`config.mk`:
```
export PLATFORM = sky130hd
export DESIGN_NAME = lnk_ctl_regs
export DESIGN_NICKNAME = d
export VERILOG_FILES = /design/src/rtl/lnk_ctl_pkg.sv /design/src/rtl/lnk_ctl_fail.sv /design/src/rtl/lnk_ctl_crc.sv /design/src/rtl/lnk_ctl_init.sv /design/src/rtl/lnk_ctl_rdmux.sv /design/src/rtl/lnk_ctl_regs.sv
export SDC_FILE = /design/constraint.sdc
export NUM_CORES = 1
export LEC_CHECK = 0
export ABC_AREA = 1
export ABC_CLOCK_PERIOD_IN_PS = 1000
export BUFFER_PORTS_ARGS = -buffer_cell sky130_fd_sc_hd__clkbuf_2
export CORE_MARGIN = 2
export CORE_UTILIZATION = 34
export CTS_CLUSTER_SIZE = 20
export DETAILED_ROUTE_END_ITERATION = 10
export HOLD_SLACK_MARGIN = 0.15
export PLACE_DENSITY_LB_ADDON = 0.05
export SYNTH_ARGS = -nofsm -noshare
export SYNTH_HDL_FRONTEND = slang
export SYNTH_SLANG_ARGS = --single-unit
```
`constraint.sdc`:
```
create_clock -name clk -period 1 [get_ports clk]
set_clock_uncertainty 0.05 [all_clocks]
set_input_delay 0.1 -clock clk [delete_from_list [all_inputs] [get_ports clk]]
set_output_delay 0.1 -clock clk [all_outputs]
set_load 0.01 [all_outputs]
```
`src/rtl/lnk_ctl_pkg.sv`:
```
package lnk_ctl_pkg;
  localparam int REG_W = 16;

  // bit positions decoded by software
  localparam int B_INIT  = 5;
  localparam int B_FAIL  = 4;
  localparam int B_FORCE = 3;
  localparam int B_TEST  = 2;
  localparam int B_FATAL = 1;

  // width field positions (low bit of each 3-bit field)
  localparam int F_OUT_LO  = 12;
  localparam int F_IN_LO   = 8;
  localparam int F_MAX_LO  = 4;

  typedef enum logic [2:0] {
    LW_8  = 3'b000,
    LW_16 = 3'b001,
    LW_32 = 3'b011
  } lnk_width_e;

  typedef struct packed {
    logic init_done;
    logic fail_pend;
    logic force_crc;
    logic test_busy;
    logic fatal_en;
  } ctl_state_t;

  function automatic logic [REG_W-1:0] width_word(lnk_width_e w);
    logic [REG_W-1:0] v;
    v = '0;
    v[F_OUT_LO +: 3] = w;
    v[F_IN_LO  +: 3] = w;
    v[F_MAX_LO +: 3] = w;
    return v;
  endfunction
endpackage

```
`src/rtl/lnk_ctl_fail.sv`:
```
module lnk_ctl_fail (
  input  logic clk,
  input  logic rst_n,
  input  logic warm_rst,
  input  logic sw_wr,
  input  logic sw_val,
  input  logic crc_err,
  input  logic fatal_en,
  output logic fail_pend,
  output logic link_fail,
  output logic sync_flood
);
  logic fatal_hit;
  assign fatal_hit = crc_err & fatal_en;

  // pending copy: software-visible, survives warm reset
  always_ff @(posedge clk or negedge rst_n) begin
    if (!rst_n)          fail_pend <= 1'b0;
    else if (warm_rst)   fail_pend <= fail_pend;
    else if (fatal_hit)  fail_pend <= 1'b1;
    else if (sw_wr)      fail_pend <= sw_val;
  end

  // effective level: loaded from pending on warm reset, set by hardware
  always_ff @(posedge clk or negedge rst_n) begin
    if (!rst_n)          link_fail <= 1'b0;
    else if (warm_rst)   link_fail <= fail_pend;
    else if (fatal_hit)  link_fail <= 1'b1;
  end

  // sync flood request, sticky until a reset
  always_ff @(posedge clk or negedge rst_n) begin
    if (!rst_n)          sync_flood <= 1'b0;
    else if (warm_rst)   sync_flood <= 1'b0;
    else if (fatal_hit)  sync_flood <= 1'b1;
  end
endmodule

```
`src/rtl/lnk_ctl_crc.sv`:
```
module lnk_ctl_crc (
  input  logic clk,
  input  logic rst_n,
  input  logic warm_rst,
  input  logic sw_wr,
  input  logic wr_force,
  input  logic wr_start,
  input  logic wr_fatal,
  input  logic test_done,
  output logic force_crc,
  output logic test_busy,
  output logic test_start,
  output logic fatal_en
);
  logic fire;
  assign fire = sw_wr & wr_start & ~test_busy;

  always_ff @(posedge clk or negedge rst_n) begin
    if (!rst_n) begin
      force_crc  <= 1'b0;
      fatal_en   <= 1'b0;
    end else if (warm_rst) begin
      force_crc  <= 1'b0;
      fatal_en   <= 1'b0;
    end else if (sw_wr) begin
      force_crc  <= wr_force;
      fatal_en   <= wr_fatal;
    end
  end

  always_ff @(posedge clk or negedge rst_n) begin
    if (!rst_n) begin
      test_busy  <= 1'b0;
      test_start <= 1'b0;
    end else if (warm_rst) begin
      test_busy  <= 1'b0;
      test_start <= 1'b0;
    end else begin
      test_start <= fire;
      if (fire)           test_busy <= 1'b1;
      else if (test_done) test_busy <= 1'b0;
    end
  end
endmodule

```
`src/rtl/lnk_ctl_init.sv`:
```
module lnk_ctl_init (
  input  logic clk,
  input  logic rst_n,
  input  logic warm_rst,
  input  logic init_ok,
  input  logic link_fail,
  output logic init_done
);
  always_ff @(posedge clk or negedge rst_n) begin
    if (!rst_n)                       init_done <= 1'b0;
    else if (warm_rst)                init_done <= 1'b0;
    else if (init_ok && !link_fail)   init_done <= 1'b1;
  end
endmodule

```
`src/rtl/lnk_ctl_rdmux.sv`:
```
module lnk_ctl_rdmux
  import lnk_ctl_pkg::*;
#(
  parameter lnk_width_e WIDTH_CODE = LW_8
) (
  input  logic             reg_sel,
  input  ctl_state_t       st,
  output logic [REG_W-1:0] rdata
);
  localparam logic [REG_W-1:0] WIDTH_WORD = width_word(WIDTH_CODE);
  logic [REG_W-1:0] ctl_word;

  for (genvar i = 0; i < REG_W; i++) begin : g_bit
    if (i == B_INIT)       begin : g_i assign ctl_word[i] = st.init_done; end
    else if (i == B_FAIL)  begin : g_f assign ctl_word[i] = st.fail_pend; end
    else if (i == B_FORCE) begin : g_c assign ctl_word[i] = st.force_crc; end
    else if (i == B_TEST)  begin : g_t assign ctl_word[i] = st.test_busy; end
    else if (i == B_FATAL) begin : g_e assign ctl_word[i] = st.fatal_en;  end
    else                   begin : g_r assign ctl_word[i] = 1'b0;         end
  end

  assign rdata = reg_sel ? WIDTH_WORD : ctl_word;
endmodule

```
`src/rtl/lnk_ctl_regs.sv`:
```
module lnk_ctl_regs
  import lnk_ctl_pkg::*;
#(
  parameter lnk_width_e WIDTH_CODE = LW_8
) (
  input  logic             clk,
  input  logic             rst_n,
  input  logic             warm_rst,
  input  logic             reg_wr_en,
  input  logic             reg_sel,
  input  logic [REG_W-1:0] reg_wdata,
  output logic [REG_W-1:0] reg_rdata,
  input  logic             link_init_ok,
  input  logic             crc_err,
  input  logic             crc_test_done,
  output logic             crc_force_bad,
  output logic             crc_test_start,
  output logic             sync_flood,
  output logic             link_fail
);
  logic       ctl_wr;
  logic       fail_pend;
  logic       test_busy;
  logic       fatal_en;
  logic       init_done;
  ctl_state_t st;

  assign ctl_wr = reg_wr_en & ~reg_sel;

  lnk_ctl_fail u_fail (
    .clk        (clk),
    .rst_n      (rst_n),
    .warm_rst   (warm_rst),
    .sw_wr      (ctl_wr),
    .sw_val     (reg_wdata[B_FAIL]),
    .crc_err    (crc_err),
    .fatal_en   (fatal_en),
    .fail_pend  (fail_pend),
    .link_fail  (link_fail),
    .sync_flood (sync_flood)
  );

  lnk_ctl_crc u_crc (
    .clk        (clk),
    .rst_n      (rst_n),
    .warm_rst   (warm_rst),
    .sw_wr      (ctl_wr),
    .wr_force   (reg_wdata[B_FORCE]),
    .wr_start   (reg_wdata[B_TEST]),
    .wr_fatal   (reg_wdata[B_FATAL]),
    .test_done  (crc_test_done),
    .force_crc  (crc_force_bad),
    .test_busy  (test_busy),
    .test_start (crc_test_start),
    .fatal_en   (fatal_en)
  );

  lnk_ctl_init u_init (
    .clk       (clk),
    .rst_n     (rst_n),
    .warm_rst  (warm_rst),
    .init_ok   (link_init_ok),
    .link_fail (link_fail),
    .init_done (init_done)
  );

  assign st.init_done = init_done;
  assign st.fail_pend = fail_pend;
  assign st.force_crc = crc_force_bad;
  assign st.test_busy = test_busy;
  assign st.fatal_en  = fatal_en;

  lnk_ctl_rdmux #(.WIDTH_CODE(WIDTH_CODE)) u_rd (
    .reg_sel (reg_sel),
    .st      (st),
    .rdata   (reg_rdata)
  );
endmodule

```
=== Word level (Yosys, flattened, before mapping) ===
Cells that the tools add are included.
Widths: inputs -> output; s select.

* Mux-type cells: 16
* Bitwise gates (word level): 7
* Reduce and logical (&&, ||, !) cells: 8

{| class="wikitable"
|+ Operators with widths
! cell !! number
|-
| $mux 1 || 15
|-
| $reduce_bool 2->1 || 4
|-
| $mux 6 || 1
|-
| $and 1x1->1 || 4
|-
| $not 1->1 || 3
|-
| $reduce_bool 3->1 || 1
|-
| $reduce_and 2->1 || 1
|-
| $logic_and 1x1->1 || 1
|-
| $logic_not 1->1 || 1
|}

* Register bits: 8
* Bits of input ports: 24
* Output and inout port bits: 20
* Logic and storage cells: 39

=== Logic depth before layout (Yosys ltp) ===
Gate-level depths: netlist of run 1.

* Depth in word-level cells: 6
* Mapped depth: 5
* Gate-level depth less buffers: 5

=== Hierarchy ===
Synthesis of run 1 repeated with hierarchy kept, for this count alone.

* Cells, all modules: 64
* Area, all modules: 474.2 um^2

{| class="wikitable"
|+ Modules (own cells, without submodules)
! module !! times used !! cells each !! area an instance (um^2) !! sequential area each (um^2)
|-
| lnk_ctl_crc || 1 || 20 || 163.9 || 100.1
|-
| lnk_ctl_fail || 1 || 15 || 131.4 || 75.1
|-
| lnk_ctl_rdmux || 1 || 22 || 123.9 || 0.0
|-
| lnk_ctl_init || 1 || 5 || 45.0 || 25.0
|-
| lnk_ctl_regs || 1 || 2 || 10.0 || 0.0
|}

=== Worst setup path after synthesis of run 1 ===
Ideal clock, no wire load.

* Path kind: register -> register
* Start point: register u_crc.fatal_en
* End point: register u_fail.fail_pend
* Setup time: 117 ps
* Arrival time: 631 ps
* Data required time: 833 ps
* Path slack: 202 ps
* Stages on the path, launching flop included: 5
* Buffers on the path: 0
* Clock period less this slack: 798 ps
* Cell sequence: dfrtp_1 > nand2_1 > nand2_1 > nand3_1 > nand2_1

* Longest elaborated chain between the ends: 3
* Elaborated cells between the ends (all ways): 4
* Classes of those cells: mux: 1; bitwise: 1; reduce/logical: 2

{| class="wikitable"
|+ RTL lines
! what !! RTL line !! RTL
|-
| start: declaration || lnk_ctl_crc.sv:13 || <nowiki>output logic fatal_en</nowiki>
|-
| start signal: assignment || lnk_ctl_crc.sv:27 || <nowiki>fatal_en <= wr_fatal;</nowiki>
|-
| $and 1x1->1 (*) || lnk_ctl_fail.sv:14 || <nowiki>assign fatal_hit = crc_err & fatal_en;</nowiki>
|-
| $reduce_bool 2->1 (no source line) || -- ||
|-
| $reduce_and 2->1 (no source line) || -- ||
|-
| end signal: assignment || lnk_ctl_fail.sv:19 || <nowiki>else if (warm_rst) fail_pend <= fail_pend;</nowiki>
|-
| end signal: assignment || lnk_ctl_fail.sv:21 || <nowiki>else if (sw_wr) fail_pend <= sw_val;</nowiki>
|-
| end: declaration || lnk_ctl_fail.sv:9 || <nowiki>output logic fail_pend,</nowiki>
|}

Every way passes the cells marked *; elsewhere a longest branch is shown, timed or not.
A chain may end at the register's enable or synchronous reset.

=== Worst setup path in the final report of run 1 ===
* Start point: register u_fail.fail_pend
* End point: output reg_rdata[4]

* Longest elaborated chain between the ends: 1

{| class="wikitable"
|+ RTL lines
! what !! RTL line !! RTL
|-
| $mux 6 || lnk_ctl_rdmux.sv:22 || <nowiki>assign rdata = reg_sel ? WIDTH_WORD : ctl_word;</nowiki>
|-
| end: declaration || lnk_ctl_regs.sv:12 || <nowiki>output logic [REG_W-1:0] reg_rdata,</nowiki>
|}

Every way passes these cells.

==> results of run 1 <==
==> per-layer routing <==
metal  up-vias  GRT usage [%]  wire, um
met2        16           21.9       517
met4         0           10.0        11
met5         -              0         0
met3         2           8.15        71
li1        233              -         -
met1       193           17.3       450
==> cells in the final DEF (no fill, tap or decap), types with 2 or more instances in the layout <==
| cell | netlist | routed |
|---|---|---|
| clkbuf_4 | 0 | 3 |
| nor2_1 | 8 | 8 |
| conb_1 | 1 | 11 |
| inv_1 | 8 | 7 |
| nand3_1 | 3 | 3 |
| buf_2 | 0 | 5 |
| clkbuf_2 | 0 | 15 |
| inv_2 | 3 | 4 |
| buf_4 | 11 | 3 |
| dlygate4sd3_1 | 0 | 10 |
| nand2_2 | 3 | 4 |
| dfrtp_1 | 8 | 8 |
| o21ai_0 | 2 | 2 |
| nand2_1 | 13 | 12 |
==> through the flow <==
stage	area, sq um	cells	hold slack (ns)	power [mW]
after floorplan	503	72	-0.246	0.482
after global placement	539	96	-0.0836	0.515
after detailed placement	539	96	-0.0877	0.516
after CTS	687	112	0.177	0.821
after global routing	687	112	0.153	0.873
final	687	112	0.133	0.811
==> state kept, by name, summed over array words and instances (netlist names) <==
| name | flops |
|---|---|
| u_fail.sync_flood | 1 |
| u_init.init_done | 1 |
| u_crc.fatal_en | 1 |
| u_crc.force_crc | 1 |
| u_crc.test_busy | 1 |
| u_fail.fail_pend | 1 |
| u_fail.link_fail | 1 |
| u_crc.test_start | 1 |
==> tightest hold or removal path: stages <==
cell and delay (ns):
clkbuf_2 0.11, inv_2 0.07, nand3_1 0.08, nand2_1 0.04
==> power breakdown <==
| part | switching (mW) | leakage (nW) | internal (mW) | total [mW] |
|---|---|---|---|---|
| registers | 0.0131 | 0.105 | 0.350 | 0.364 |
| logic | 0.104 | 0.305 | 0.0912 | 0.195 |
| clock network | 0.114 | 0.0138 | 0.138 | 0.252 |
| total | 0.231 | 0.424 | 0.579 | 0.811 |
==> cells by family (layout without fill, tap and decap cells) <==
group	Yosys count	after routing	share of synthesized area, %
buffers and inverters	22	47	26.6
AO/OA/AOI/OAI	3	3	3.22
flip-flops	8	8	43.0
other	1	11	0.806
AND/OR/NAND/NOR	28	28	26.3
==> worst paths after layout <==
path                                   startpoint           endpoint
worst max-delay path             u_fail.fail_pend       reg_rdata[4]
worst min register to register  u_fail.sync_flood  u_fail.sync_flood
worst min-delay path                     warm_rst   u_fail.fail_pend
worst max register to register     u_crc.fatal_en   u_fail.fail_pend
max in group asynchronous                   rst_n     u_crc.fatal_en
min in group asynchronous                   rst_n   u_fail.fail_pend
==> layout make-up <==
class	instances	area, sq um	area share [%]
inverter	11	41.3	6.01
multi-input combinational	42	181	26.4
clock buffer	3	22.5	3.28
sequential	8	200	29.1
timing repair buffer	33	223	32.4
tap	15	18.8	2.73
==> repair_timing <==
action,in CTS,in global routing
setup endpoints to repair,5,11
endpoints found under the hold margin,16,0
gates resized for setup,0,7
setup buffers,2,1
pin swaps,2,3
hold buffers,11,0
==> reports/qor.csv, run 1 <==
metric;value;unit
status;complete, but fails checks;
reg2reg_depth;5;
grt_pass1_vias;358;
max_stage_delay;0.35;ns
cts_tree;built;
cp-end-kind;primary output;
path_cells;inv_1 > nor2_1 > buf_2;
cts-root-buf;clkbuf_4;
grt_start_max_net_pins;9;
synth-edff-count;0;
synth.ff_latch_count;8;
cpMaxStageDelayCell;dfrtp_1;
power.density;1180;mW/mm^2
dp_hpwl;702;um
report.final.slew_viol_count;0;
clk_latency;0.25;ns
first_pass_iters;2;
start_util;36.2;%
crit_buf_inv;2;
h-tree-depth;1;
hold_class;in -> reg;
hold_violations;0;
final_util;53.5;%
yosysMostFrequentCell;nand2_1;
ys_types;12;
drive_gt1_share;36.1;%
cts_buffer_depth;2;
syn_inst;62;
core_area;0.00128;sq mm
cellLeakagePower;0.424;nW
finalSetupViolations;3;
drtIter0Drc;1;
path_class;reg -> out;
antenna_left;0;
syn_area_per_cell;7.51;sq um
drv_cap;0;
path_depth;3;
cts.sinks;8;
grt_usage;15.3;%
fin_crit_sh;103;%
ys_warn_count;0;
routed_wl;1050;um
vdd_drop_max;0.635;mV
die_w;41;um
violations;negative setup slack;
finalWorstPathRequiredPeriod;1.03;ns
ys.flop_type;dfrtp_1;
cts.clk_slew.worst_paths;0.06;ns
pin_count;44;
critPathMaxFanout;2;
antenna_found_initial;0;
tns;-0.0462;ns
layout.nets;123;
antenna_cells;0;
fmax;973;MHz
rsz0062_at_grt;true;
rows;13;
yosysTopAreaCellShare;43.0;%
critPathRequiredTime;0.85;ns
fill_cells;137;
fin_ws;-0.0273;ns
yosysTopAreaCell;dfrtp_1;
die_y;41;um
startpoint_type;register;
synth.area.top_cells;dfrtp_1, buf_4, nand2_1;
critical_path_arrival;0.88;ns
synth.cell_area;465;sq um
whs_path_depth;4;
vias_per_cell;3.96;
syn2layout_area_growth;47.6;%
async_reset_ff_share;100;%
regToRegSetupSlack;0.09;ns
grt_pass1_wl;1510;um
via_count;444;
drc_errors;0;
port_buffers;20;
cts_made_buffers;3;
crit_family;flip-flops;
place_congestion;0.612;
overflow;0;
ys_seq_area_share;43.0;%
design.die.area;0.00168;sq mm
synth_common_cells;nand2_1, buf_4, dfrtp_1, inv_1, nor2_1;
dpl_worst_slack;0.154;ns
routedWlPerCell;9.38;um
(Power assumes the default switching activity.)
==> run 2: changes to the inputs <==
Settings changed: REMOVE_ABC_BUFFERS set to 1.
==> reports/qor.csv, run 2 (same netlist as run 1, synthesis figures left out) <==
metric;value;unit;change
rsz0062_at_grt;true;;
holdWs;0.194;ns;+0.0611 ns
vias_per_cell;4.05;;+2.2%
report.final.slew_viol_count;0;;unchanged
min_to;u_fail.fail_pend;;
rows;13;;unchanged
hold_violations;0;;unchanged
max_stage_delay;0.38;ns;+0.03 ns
cp-end-kind;primary output;;
clk_latency;0.25;ns;about the same
grt_pass1_vias;409;;+14%
register_area;200;sq um;unchanged
regToRegSetupSlack;0.07;ns;-0.02 ns
overflow;0;;unchanged
finalPower;0.837;mW;+3.2%
antenna_left;0;;unchanged
fmax;991;MHz;+1.8%
tns;-0.0185;ns;+0.0277 ns
drc_errors;0;;unchanged
fill_cells;129;;-5.8%
fin_ws;-0.00884;ns;+0.0184 ns
dp_hpwl;682;um;-2.8%
h-tree-depth;1;;unchanged
cts-root-buf;clkbuf_4;;
multi_input_area;186;sq um;+2.8%
path_cells;inv_1 > nor2_1 > buf_2;;
dpl_worst_slack;0.130;ns;-0.0239 ns
fin_crit_sh;101;%;-1.8 points
most-common-layout-cells;dlygate4sd3_1, clkbuf_2, nand2_1, conb_1;;
place_congestion;0.738;;+20%
startpoint_type;register;;
antenna_cells;0;;unchanged
drtIter0Drc;7;;+6
r2r_start;u_crc.fatal_en;;
start_util;36.2;%;unchanged
cpMaxStageDelayCell;dfrtp_1;;
critPathRequiredTime;0.85;ns;about the same
antenna_found_initial;0;;unchanged
port_buffers;20;;unchanged
syn2layout_area_growth;63.2;%;
drv_cap;0;;unchanged
status;complete, but fails checks;;
crit_family;flip-flops;;
routed_wl;1090;um;+3.2%
critPathMaxFanout;3;;+1
vdd_drop_max;0.652;mV;+2.7%
whs_path_depth;5;;+1
reg2reg_depth;5;;unchanged
die_w;41;um;unchanged
path_class;reg -> out;;
core_area;0.00128;sq mm;unchanged
design.die.area;0.00168;sq mm;unchanged
cts_made_buffers;3;;unchanged
hold_path_startpoint;warm_rst;;
timing.rr.end;u_fail.fail_pend;;
final_util;59.1;%;+5.6 points
crit_buf_inv;2;;unchanged
grt_pass1_wl;1590;um;+5.0%
finalSetupViolations;3;;unchanged
drive_gt1_share;34.6;%;-1.5 points
cts_buffer_depth;2;;unchanged
routedWlPerCell;9.12;um;-2.8%
path_depth;3;;unchanged
violations;negative setup slack;;
cellLeakagePower;0.460;nW;+8.7%
final_common_cell;dlygate4sd3_1;;
power.density;1100;mW/mm^2;-6.7%
critical_path_arrival;0.86;ns;-0.02 ns
layout.nets;130;;+5.7%
cts_tree;built;;
die_y;41;um;unchanged
pin_count;44;;unchanged
grt_usage;15.6;%;+0.30 points
via_count;482;;+8.6%
finalWorstPathRequiredPeriod;1.01;ns;-0.0184 ns
hold_class;in -> reg;;
cts.clk_slew.worst_paths;0.05;ns;about the same
first_pass_iters;4;;+2
cts.sinks;8;;unchanged
grt_start_max_net_pins;9;;unchanged
run 2: how the worst max path moves through the flow:
| stage | startpoint | to |
|---|---|---|
| final | u_crc.force_crc | reg_rdata[3] |
| after floorplan | u_crc.fatal_en | u_fail.fail_pend |
| after global routing | u_crc.force_crc | reg_rdata[3] |
| after CTS | u_crc.force_crc | reg_rdata[3] |
| after global placement | u_crc.fatal_en | u_fail.fail_pend |
| after detailed placement | u_crc.fatal_en | u_fail.fail_pend |
run 2: what timing repair did:
action,4_1_cts,5_1_grt
buffers inserted,3,1
pin swaps,0,2
hold endpoints to repair,16,0
hold buffers,16,0
gates resized for setup,0,8
setup endpoints to repair,4,6
run 2: where the power goes:
group	switching [mW]	internal, mW	total (mW)
clock	0.110	0.137	0.247
sequential	0.0122	0.351	0.363
combinational	0.111	0.115	0.227
total	0.233	0.603	0.837
run 2: per-layer routing:
metal  vias up  routed length, um  track usage [%]
met1       211                453             16.5
met3         2                 88             3.26
met2        22                537             27.3
met4         0                  6             10.0
met5         -                  0                0
li1        247                  -                -
run 2: per-stage QoR:
stage | instance area (sq um) | std cells
2_1_floorplan | 420 | 61
3_3_place_gp | 539 | 96
3_5_place_dp | 539 | 96
4_1_cts | 744 | 118
5_1_grt | 759 | 119
6_report | 759 | 119
run 2: final cells by class:
class,instances,share of cell area [%]
Timing Repair Buffer,40,38.2
Sequential cell,8,26.4
Multi-Input combinational cell,42,24.5
Inverter,11,5.44
Clock buffer,3,2.97
Tap cell,15,2.47
run 2: worst min-delay path, cell delays in order:
cell      delay (ns)
clkbuf_2        0.13
inv_2           0.06
nand3_2         0.08
nand2_1         0.05
nand2_1         0.05
==> run 3: changes to the inputs <==
Settings changed: PLACE_DENSITY set to 0.86, PLACE_DENSITY_LB_ADDON 0.05 to not set.
==> reports/qor.csv, run 3 (same netlist as run 1, synthesis figures left out) <==
metric;value;unit;change
clk_latency;0.25;ns;about the same
h-tree-depth;1;;unchanged
vdd_drop_max;0.563;mV;-14%
violations;negative setup slack;;
dp_hpwl;702;um;+2.8%
fin_crit_sh;102;%;+0.93 points
grt_start_max_net_pins;9;;unchanged
report.final.slew_viol_count;0;;unchanged
cts_tree;built;;
syn2layout_area_growth;56.2;%;
routed_wl;984;um;-9.3%
power.density;1130;mW/mm^2;+2.4%
overflow;0;;unchanged
first_pass_iters;4;;unchanged
hold_violations;0;;unchanged
critPathRequiredTime;0.85;ns;about the same
antenna_left;0;;unchanged
antenna_cells;0;;unchanged
cpMaxStageDelayCell;dfrtp_1;;
most-common-layout-cells;clkbuf_2, nand2_1, dlygate4sd3_1, conb_1, dfrtp_1;;
status;complete, but fails checks;;
grtUsageMet2;24.6;%;-2.7 points
max_stage_delay;0.39;ns;about the same
cts.clk_slew.worst_paths;0.06;ns;about the same
use_met1;14.3;%;-2.2 points
finalWorstPathRequiredPeriod;1.02;ns;+0.00929 ns
post-place-cells;96;;unchanged
drtIter0Drc;4;;-3
final_common_cell;clkbuf_2;;
die_w;41;um;unchanged
final_util;56.6;%;-2.5 points
critical_path_arrival;0.87;ns;about the same
place_area;539;sq um;unchanged
drc_errors;0;;unchanged
critPathMaxFanout;3;;unchanged
grt_pass1_vias;407;;-0.49%
cts_buffer_depth;2;;unchanged
path_cells;inv_1 > nor2_1 > buf_2;;
design_area;727;sq um;-4.3%
cts.sinks;8;;unchanged
fmax;982;MHz;-0.91%
stdcell_count;115;;-3.4%
rows;13;;unchanged
cts-root-buf;clkbuf_4;;
finalSetupViolations;3;;unchanged
fill_cells;127;;-1.6%
cellLeakagePower;0.452;nW;-1.8%
core_area;0.00128;sq mm;unchanged
die_y;41;um;unchanged
cp-end-kind;primary output;;
busiest_layer;met2;;
vias_per_cell;4.10;;+1.1%
pin_count;44;;unchanged
via_count;471;;-2.3%
startpoint_type;register;;
cts_made_buffers;3;;unchanged
fin_ws;-0.0181;ns;-0.00929 ns
routedWlPerCell;8.56;um;-6.2%
port_buffers;20;;unchanged
rsz0062_at_grt;true;;
design.die.area;0.00168;sq mm;unchanged
drv_cap;0;;unchanged
met3_usage;3.26;%;unchanged
antenna_found_initial;0;;unchanged
dpl_worst_slack;0.148;ns;+0.0184 ns
hold_class;in -> async;;
path_class;reg -> out;;
drive_gt1_share;37.0;%;+2.4 points
place_congestion;0.757;;+2.7%
grt_pass1_wl;1480;um;-6.6%
start_util;36.2;%;unchanged
grt_usage;14.0;%;-1.5 points
layout.nets;126;;-3.1%
## run 3: layer usage
metal,up-vias,routed length (um)
met5,-,0
li1,240,-
met3,0,80
met2,20,501
met4,0,0
met1,211,402
## run 3: critical path: cells and delay by family, from the launching register on
kind / cells / cell delay (ns)
buf+inv: 2 / 0.19
flops: 1 / 0.39
simple gates: 1 / 0.03
## run 3: timing repair
| item | 4_1_cts | 5_1_grt |
|---|---|---|
| pin swaps | 0 | 3 |
| hold endpoints to repair | 16 | 3 |
| gates resized for setup | 0 | 11 |
| setup endpoints to repair | 4 | 9 |
| buffers inserted | 3 | 0 |
| hold buffers | 12 | 2 |
## run 3: layout make-up
class	instances	area [sq um]	area share, %
timing repair buffer	36	255	35.1
sequential	8	200	27.5
multi-input combinational	42	189	26.0
inverter	11	41.3	5.68
clock buffer	3	22.5	3.10
tap	15	18.8	2.58
## run 3: through the flow
stage	hold slack (ns)	total power, mW	TNS, ns
4_1_cts	0.188	0.810	-0.0713
3_3_place_gp	-0.100	0.510	0
2_1_floorplan	-0.246	0.450	0
3_5_place_dp	-0.0947	0.516	0
6_report	0.175	0.820	-0.0352
5_1_grt	0.195	0.870	-0.328
## run 3: final timing paths
kind	end	slack (ns)	depth (start not counted)	startpoint
worst min register to register	u_fail.sync_flood	0.45	2	u_fail.sync_flood
worst max-delay path	reg_rdata[3]	-0.02	3	u_crc.force_crc
worst max register to register	u_fail.fail_pend	0.08	5	u_crc.fatal_en
max in group asynchronous	u_crc.test_start	0.55	2	rst_n
worst min-delay path	u_fail.sync_flood	0.18	2	rst_n
min in group clk	u_crc.fatal_en	0.24	5	reg_sel
## run 3: power breakdown
group	internal (mW)	total, mW	switching, mW
Combinational	0.101	0.209	0.108
Clock	0.137	0.246	0.109
Sequential	0.351	0.365	0.0147
